`src/rtl/pec_pkg.sv`:
```
package pec_pkg;
    localparam int PEC_W     = 8;
    localparam int PEC_CNT_W = 4;
    localparam logic [PEC_W-1:0] PEC_POLY = 8'h07;
    localparam logic [PEC_W-1:0] PEC_INIT = 8'h00;
endpackage

```
`src/rtl/pec_crc_step.sv`:
```
// One byte through the CRC, MSB first, as an unrolled chain of shift stages.
module pec_crc_step #(
    parameter int              W    = pec_pkg::PEC_W,
    parameter logic [W-1:0]    POLY = pec_pkg::PEC_POLY
) (
    input  logic [W-1:0] crc_in,
    input  logic [W-1:0] data_in,
    output logic [W-1:0] crc_out
);
    logic [W-1:0] stage [0:W];

    assign stage[0] = crc_in;

    for (genvar g = 0; g < W; g++) begin : g_bit
        logic fb;
        assign fb           = stage[g][W-1] ^ data_in[W-1-g];
        assign stage[g+1]   = {stage[g][W-2:0], 1'b0} ^ (fb ? POLY : '0);
    end

    assign crc_out = stage[W];
endmodule

```
`src/rtl/pec_frame_seq.sv`:
```
// Frame sequencer: tracks CRC, byte count and residue, judges the frame at STOP.
module pec_frame_seq #(
    parameter int           W       = pec_pkg::PEC_W,
    parameter int           CNT_W   = pec_pkg::PEC_CNT_W,
    parameter logic [W-1:0] INIT    = pec_pkg::PEC_INIT,
    parameter int           MIN_HDR = 2
) (
    input  logic         clk,
    input  logic         rst_n,
    input  logic         frm_start,
    input  logic         frm_rstart,
    input  logic         frm_stop,
    input  logic         byte_vld,
    input  logic         byte_dir,
    input  logic [W-1:0] crc_next,
    output logic [W-1:0] crc_base,
    output logic [W-1:0] crc_cur,
    output logic         accept,
    output logic         err
);
    localparam logic [CNT_W-1:0] HDR_MIN = CNT_W'(MIN_HDR);

    typedef struct packed {
        logic [W-1:0]     crc;
        logic [CNT_W-1:0] cnt;
        logic             ok;
        logic             rd;
        logic             busy;
        logic             accept;
        logic             err;
    } seq_t;

    seq_t s_d, s_q;

    always_comb begin
        crc_base = frm_start ? INIT : s_q.crc;
    end

    always_comb begin
        s_d        = s_q;
        s_d.accept = 1'b0;
        s_d.err    = 1'b0;
        if (frm_start) begin
            s_d.crc  = INIT;
            s_d.cnt  = '0;
            s_d.ok   = 1'b0;
            s_d.rd   = 1'b0;
            s_d.busy = 1'b1;
        end
        if (frm_rstart) begin
            s_d.ok = 1'b0;
        end
        if (byte_vld) begin
            s_d.ok = !byte_dir && (crc_next == '0) && (s_d.cnt >= HDR_MIN);
            if (byte_dir) begin
                s_d.rd = 1'b1;
            end
            if (s_d.cnt != '1) begin
                s_d.cnt = s_d.cnt + 1'b1;
            end
            s_d.crc = crc_next;
        end
        if (frm_stop) begin
            if (s_d.busy && (s_d.cnt != '0) && !s_d.rd) begin
                s_d.accept = s_d.ok;
                s_d.err    = !s_d.ok;
            end
            s_d.busy = 1'b0;
        end
    end

    always_ff @(posedge clk or negedge rst_n) begin
        if (!rst_n) begin
            s_q     <= '0;
            s_q.crc <= INIT;
        end else begin
            s_q     <= s_d;
        end
    end

    assign crc_cur = s_q.crc;
    assign accept  = s_q.accept;
    assign err     = s_q.err;

    assert_excl_R8: assert property (@(posedge clk) disable iff (!rst_n)
        !(s_q.accept && s_q.err));

    assert_accept_after_stop_R5: assert property (@(posedge clk) disable iff (!rst_n)
        s_q.accept |-> $past(frm_stop));

    assert_err_after_stop_R6: assert property (@(posedge clk) disable iff (!rst_n)
        s_q.err |-> $past(frm_stop));

    assert_start_clears_R2: assert property (@(posedge clk) disable iff (!rst_n)
        (frm_start && !byte_vld) |=> (s_q.crc == INIT));

    assert_rstart_keeps_R3: assert property (@(posedge clk) disable iff (!rst_n)
        (frm_rstart && !frm_start && !byte_vld) |=> $stable(s_q.crc));

    assert_idle_hold_R1: assert property (@(posedge clk) disable iff (!rst_n)
        (!frm_start && !byte_vld) |=> $stable(s_q.crc));
endmodule

```
`src/rtl/pmbus_pec_check.sv`:
```
module pmbus_pec_check #(
    parameter int                      W       = pec_pkg::PEC_W,
    parameter int                      CNT_W   = pec_pkg::PEC_CNT_W,
    parameter logic [pec_pkg::PEC_W-1:0] POLY  = pec_pkg::PEC_POLY,
    parameter logic [pec_pkg::PEC_W-1:0] INIT  = pec_pkg::PEC_INIT,
    parameter int                      MIN_HDR = 2
) (
    input  logic         clk,
    input  logic         rst_n,
    input  logic         frm_start,
    input  logic         frm_rstart,
    input  logic         frm_stop,
    input  logic         byte_vld,
    input  logic         byte_dir,
    input  logic [7:0]   byte_data,
    output logic         cmd_accept,
    output logic         pec_err,
    output logic [7:0]   pec_byte
);
    logic [W-1:0] crc_base;
    logic [W-1:0] crc_next;
    logic [W-1:0] crc_cur;

    pec_crc_step #(.W(W), .POLY(POLY[W-1:0])) u_step (
        .crc_in  (crc_base),
        .data_in (byte_data),
        .crc_out (crc_next)
    );

    pec_frame_seq #(
        .W(W), .CNT_W(CNT_W), .INIT(INIT[W-1:0]), .MIN_HDR(MIN_HDR)
    ) u_seq (
        .clk        (clk),
        .rst_n      (rst_n),
        .frm_start  (frm_start),
        .frm_rstart (frm_rstart),
        .frm_stop   (frm_stop),
        .byte_vld   (byte_vld),
        .byte_dir   (byte_dir),
        .crc_next   (crc_next),
        .crc_base   (crc_base),
        .crc_cur    (crc_cur),
        .accept     (cmd_accept),
        .err        (pec_err)
    );

    assign pec_byte = crc_cur;
endmodule

```
`config.mk`:
```
export PLATFORM = sky130hd
export DESIGN_NAME = pmbus_pec_check
export DESIGN_NICKNAME = d
export VERILOG_FILES = /design/src/rtl/pec_pkg.sv /design/src/rtl/pec_crc_step.sv /design/src/rtl/pec_frame_seq.sv /design/src/rtl/pmbus_pec_check.sv
export SDC_FILE = /design/constraint.sdc
export NUM_CORES = 1
export LEC_CHECK = 0
export BUFFER_PORTS_ARGS = -buffer_cell sky130_fd_sc_hd__buf_2
export CAP_MARGIN = 10
export CORE_UTILIZATION = 58
export CTS_CLUSTER_SIZE = 30
export DETAILED_ROUTE_END_ITERATION = 6
export PLACE_DENSITY = 0.84
export SETUP_SLACK_MARGIN = 0.1
export SYNTH_ARGS = -nofsm -noshare
export SYNTH_HDL_FRONTEND = slang
export SYNTH_SLANG_ARGS = --single-unit
export TNS_END_PERCENT = 30
```
`constraint.sdc`:
```
create_clock -name clk -period 5.5 [get_ports clk]
set_input_delay 0.55 -clock clk [delete_from_list [all_inputs] [get_ports clk]]
set_output_delay 0.55 -clock clk [all_outputs]
set_load 0.05 [all_outputs]
```
==> results of run 1 <==
-- area by class of cell --
cell class | instances | share of cell area (%)
clock buffers | 3 | 1.68
well taps | 27 | 2.52
multi-input cells | 98 | 53.1
clock inverters | 1 | 0.373
repair buffers | 24 | 8.96
inverters | 6 | 1.68
flip-flops and latches | 17 | 31.7
-- flip-flops by register name (all words and copies together) (netlist names) --
| signal | flops |
|---|---|
| u_seq.accept | 1 |
| u_seq.crc_cur | 8 |
| u_seq.err | 1 |
| u_seq.s_q | 7 |
-- kinds of logic after synthesis --
| group | synth area share, % |
|---|---|
| AND/OR/NAND/NOR | 18.1 |
| XOR/XNOR | 26.1 |
| AO/OA/AOI/OAI | 9.60 |
| buffers and inverters | 8.18 |
| flip-flops | 34.3 |
| multiplexers | 1.72 |
| adder cells (fa/ha/maj) | 2.02 |
-- metal layers --
metal | up-vias | routed length, um | global-route usage [%]
met5 | - | 0 | 0
met4 | 0 | 62 | 12.2
met3 | 7 | 79 | 3.33
met2 | 26 | 1150 | 38.9
met1 | 451 | 1030 | 26.3
li1 | 455 | - | -
-- synth_stat cells (all sizes together) --
cell / number / area, um^2
o21ai: 11 / 55.1
nand2b: 2 / 12.5
xnor2: 24 / 225
xor2: 6 / 52.6
nand4: 1 / 6.26
mux2: 1 / 11.3
nor2: 13 / 53.8
a31oi: 1 / 6.26
nand2: 14 / 52.6
inv: 6 / 22.5
nand3b: 1 / 7.51
buf: 9 / 71.3
xnor3: 2 / 45.0
a21o: 1 / 7.51
or4: 2 / 18.8
o22ai: 1 / 6.26
o41ai: 1 / 27.5
or2: 1 / 6.26
nand3: 1 / 5.00
nor2b: 8 / 50.1
clkbuf: 2 / 7.51
ha: 2 / 25.0
a22oi: 1 / 7.51
a22o: 1 / 8.76
dfrtp: 17 / 425
nor3: 1 / 5.00
mux2i: 1 / 10.0
and2: 1 / 6.26
-- cells in the final DEF, fill, tap and decap left out, drive strengths merged, types with 2 or more instances in the layout --
cell	instances
buf	24
clkbuf	3
dfrtp	17
ha	2
inv	6
nand2	14
nand2b	2
nor2	13
nor2b	8
o21ai	11
or4	2
xnor2	24
xnor3	2
xor2	6
-- worst max-delay path: stages --
cell,delay [ns]
buf_2,0.32
nor2b_1,0.16
inv_1,0.08
ha_1,0.13
nor2_1,0.04
or4_1,0.51
o41ai_4,0.38
and2_1,0.17
-- per-stage QoR --
| stage | instance area [um^2] | power, mW | hold slack [ns] |
|---|---|---|---|
| finish | 1340 | 0.647 | 0.155 |
| floorplan | 1240 | 0.543 | 0.254 |
| global route | 1340 | 0.689 | 0.175 |
| CTS | 1340 | 0.649 | 0.169 |
| detailed placement | 1310 | 0.578 | 0.503 |
| global placement | 1310 | 0.568 | 0.481 |
-- power groups by stage --
stage | clock network [mW] | logic [mW] | registers, mW
detailed placement | 0 | 0.385 | 0.193
finish | 0.0710 | 0.386 | 0.190
global placement | 0 | 0.377 | 0.191
global route | 0.0785 | 0.416 | 0.195
CTS | 0.0715 | 0.387 | 0.190
floorplan | 0 | 0.355 | 0.187
-- final timing paths --
kind	start	cells after the start	to
worst min-delay path	rst_n	1	u_seq.s_q[3]
worst min register to register	u_seq.s_q[2]	2	u_seq.s_q[2]
max in group asynchronous	rst_n	1	u_seq.crc_cur[5]
worst max register to register	u_seq.s_q[6]	6	u_seq.accept
worst max-delay path	frm_start	8	u_seq.accept
min in group clk	frm_stop	2	u_seq.s_q[2]
==> metrics.txt, run 1 <==
status complete, no violations; Setup Buffers After CTS 0; Setup TNS 0 ns; non-filler instance count after layout between 150 and 200; clock slew seen by the registers of the worst setup and hold paths between 0.1 and 0.15 ns; Fillers 153; clock group share of total power between 10% and 20%; final slew viol count 0; Net Count, Synth around 150; Ports 25; Final nets between 150 and 200; Seq/Total Area, Yosys between 30% and 40%; Slew headroom between 70% and 80%; kind of critical path primary input to flip-flop; synthesis-stage register bit count 17; switching share of power between 40 and 50%; Pleak 0.655 nW; root buffer cell clkbuf_4; Tmin final about 2.1 ns; Antenna diodes 0; Hold WC Path Type primary input to asynchronous set/reset pin; Starting Density between 60% and 70%; Critical Path Source Type primary input; critical path capture point type flip-flop; First-pass DRT Iterations 4; max-cap viol count 0; Comb power frac between 50% and 60%; setup slack, reg-to-reg 3.49 ns; DR vias/cell approximately 5.3; DIE AREA 0.00232 mm^2; Placed Instances between 150 and 200; vias in the first global route between 800 and 900; layout cells sized above 1 ~23%; Critical Path RT 5.75 ns; RSZ-0062 raised after global routing false; Clock Sink Count 17; Fin. Hold Viols 0; Post-DRT Antenna Nets 0; net switching power 314 uW; number of port buffers 24; wire per inst approximately 13 um; worst slew pin tran 0.433 ns; VDD IR-drop max around 0.32 mV; FF/Latch Area 425 um^2; drc violations 0; fin worst setup slack approximately 3.4 ns; CP arrival roughly 2.4 ns; largest net degree at the start of global routing 23; routability congestion estimate a little over 0.8; clock latency on the worst-skew pair 0.30 ns; post-synthesis cell count 132; DR vias roughly 940; Clock Path Buffers 2; cell area after synthesis approximately 0.0012 mm^2; Fmax between 0.4 and 0.5 GHz; std cell rows 16; initial drt markers 7; Syn-to-layout area delta 8.28%; total gr overflow 0; Die H 48.2 um; final design utilization 67.7%; Global Route Usage Sum approximately 22%; Final Cycle Share a little under two fifths; H-tree depth 1; post-place setup slack approximately 3.1 ns; cts hold-fix bufs 0; hpwl dp roughly 1700 um; critical path fanouts, max 22; internal power approximately 330 uW; CTS resizes 0; YS warnings 0; Reg power frac between 20% and 30%; synthesized area per cell roughly 9.4 um^2; first-pass GRT wire length 3490 um; Synth cell types 33; die width a little under 50 um; final setup fails 0; final clock skew approximately 0.0037 ns; initial antenna violation count 0; core footprint ~0.002 mm^2; CTS Buf Count 3; CTS tree built; pwr/cell area 483 mW/mm^2; Total Wirelength approximately 2300 um; multi-input logic area between 700 and 800 um^2
Power figures use the tool's default switching activity.
==> run 2: changes to the inputs <==
Settings changed: CORE_UTILIZATION 58 to 54, PLACE_DENSITY 0.84 to 0.79.
Clock period 5.5 ns to 2.2 ns, I/O delays scaled along.
==> metrics.txt, run 2 (synthesized netlist as in run 1, its figures left out) <==
status complete, no violations; Fillers 184; CP arrival 2.24 ns; kind of critical path flip-flop to flip-flop; Syn-to-layout area delta 10.3%; overall power ~1.6 mW; clock slew seen by the registers of the worst setup and hold paths 0.10 ns; pwr/cell area 1180 mW/mm^2; VDD IR-drop max between 0.7 and 0.8 mV; DR vias 933; die width 49.9 um; FF-to-FF path depth 6; final slew viol count 0; Reg power frac between 20 and 30%; CTS tree built; critical path capture point type flip-flop; WHS Path Cells 2; Critical R2R Capture u_seq.accept; max-cap viol count 0; Slew headroom between 70% and 80%; layout cells sized above 1 a little under a quarter; net switching power just under 800 uW; CP max stage cell or4_1; Tmin final about 2 ns; Clock Path Buffers 2; first-pass GRT wire length 3760 um; commonest non-fill, non-tap cell in the layout buf_2; FF/Latch Area 425 um^2; Starting Density roughly three fifths; Die H 49.9 um; root buffer cell clkbuf_4; multi-input logic area 712 um^2; Hold Path Sink u_seq.s_q[2]; std cell rows 16; Total Wirelength 2330 um; Final nets 170; wire per inst about 13 um; clock latency on the worst-skew pair around 0.30 ns; Comb power frac between 50% and 60%; routability congestion estimate roughly 0.77; final setup fails 0; final clock skew 0.00512 ns; Clock Sink Count 17; initial drt markers 25; worst slew pin tran roughly 0.45 ns; Setup Buffers After CTS 0; Hold WC Path Type primary input to flip-flop; Antenna diodes 0; CTS resizes 0; clock group share of total power a little over a tenth; total gr overflow 0; worst hold start frm_stop; initial antenna violation count 0; setup slack, reg-to-reg approximately 0.2 ns; core footprint 0.00206 mm^2; RSZ-0062 raised after global routing false; Largest register FFs 8; vias in the first global route 870; critical path fanouts, max 4; Ports 25; Fmax about 0.5 GHz; final design utilization between 60% and 70%; cts hold-fix bufs 1; DIE AREA ~0.0025 mm^2; DR vias/cell ~5.2; Critical Path Source Type flip-flop; Setup TNS 0 ns; Critical Path RT 2.44 ns; Pleak 0.669 nW; hpwl dp between 1500 and 2000 um; CP cell instances nor2b_1, ha_1, nor2_1, or4_1, o41ai_4, and2_1; H-tree depth 1; drc violations 0; Final Cycle Share between 90% and 100%; most frequent cells in the layout buf_2 (24), xnor2_1 (22), dfrtp_1 (17), nand2_1 (14), nor2_1 (11); internal power 836 uW; Area after DPL between 0.001 and 0.0015 mm^2; Global Route Usage Sum approximately a fifth; switching share of power approximately half; number of port buffers 24; First-pass DRT Iterations 4; delay of the slowest cell on the worst path ~0.52 ns; Fin. Hold Viols 0; CTS Buf Count 3; largest net degree at the start of global routing 18; Post-DRT Antenna Nets 0; design area 0.00137 mm^2; reg2reg start u_seq.s_q[6]
==> run 2: cell types whose count changed in the layout (fill, tap and decap cells not counted) <==
cell,previous run,this run
dlygate4sd3_1,0,1
buf_4,0,2
==> run 2: area by class of cell <==
cell class | count | share of cell area [%]
Multi-Input combinational cell | 98 | 52.1
Sequential cell | 17 | 31.1
Timing Repair Buffer | 27 | 10.6
Tap cell | 27 | 2.47
Clock buffer | 3 | 1.65
Inverter | 6 | 1.65
Clock inverter | 1 | 0.366
==> run 2: worst max path at each step <==
stage	depth (start not counted)	slack (ns)	start	end
3_3_place_gp	7	0.25	frm_start	u_seq.accept
3_5_place_dp	8	0.19	frm_start	u_seq.accept
5_1_grt	8	0.12	u_seq.s_q[5]	u_seq.accept
6_report	6	0.20	u_seq.s_q[6]	u_seq.accept
4_1_cts	6	0.20	u_seq.s_q[6]	u_seq.accept
2_1_floorplan	8	0.21	frm_start	u_seq.accept
==> run 2: power by group through the flow <==
stage	clock network, mW	logic, mW	registers [mW]
6_report	0.172	0.968	0.475
5_1_grt	0.192	1.03	0.487
4_1_cts	0.179	0.969	0.476
3_5_place_dp	0	0.959	0.483
3_3_place_gp	0	0.944	0.480
2_1_floorplan	0	0.889	0.468
==> run 2: layer usage <==
layer / share of wire [%] / GRT usage (%) / wire length [um] / vias to the layer above
li1: - / - / - / 463
met1: 44 / 24.6 / 1020 / 436
met2: 50 / 35.8 / 1160 / 29
met3: 4.2 / 2.78 / 98 / 5
met4: 2.4 / 13.3 / 57 / 0
met5: 0 / 0 / 0 / -
==> run 2: critical path: cells and delay by family (launching register included) <==
kind,cells,cell delay [ns]
AO/OA/AOI/OAI,1,0.38
AND/OR/NAND/NOR,4,0.98
adder cells (fa/ha/maj),1,0.18
flip-flops,1,0.41
==> run 2: through the flow <==
step / hold slack, ns / cells / worst slack [ns]
final: 0.0738 / 179 / 0.203
after global routing: 0.0548 / 179 / 0.117
after CTS: 0.0623 / 179 / 0.204
after detailed placement: 0.166 / 174 / 0.186
after global placement: 0.159 / 174 / 0.246
after floorplan: -0.0756 / 132 / 0.209
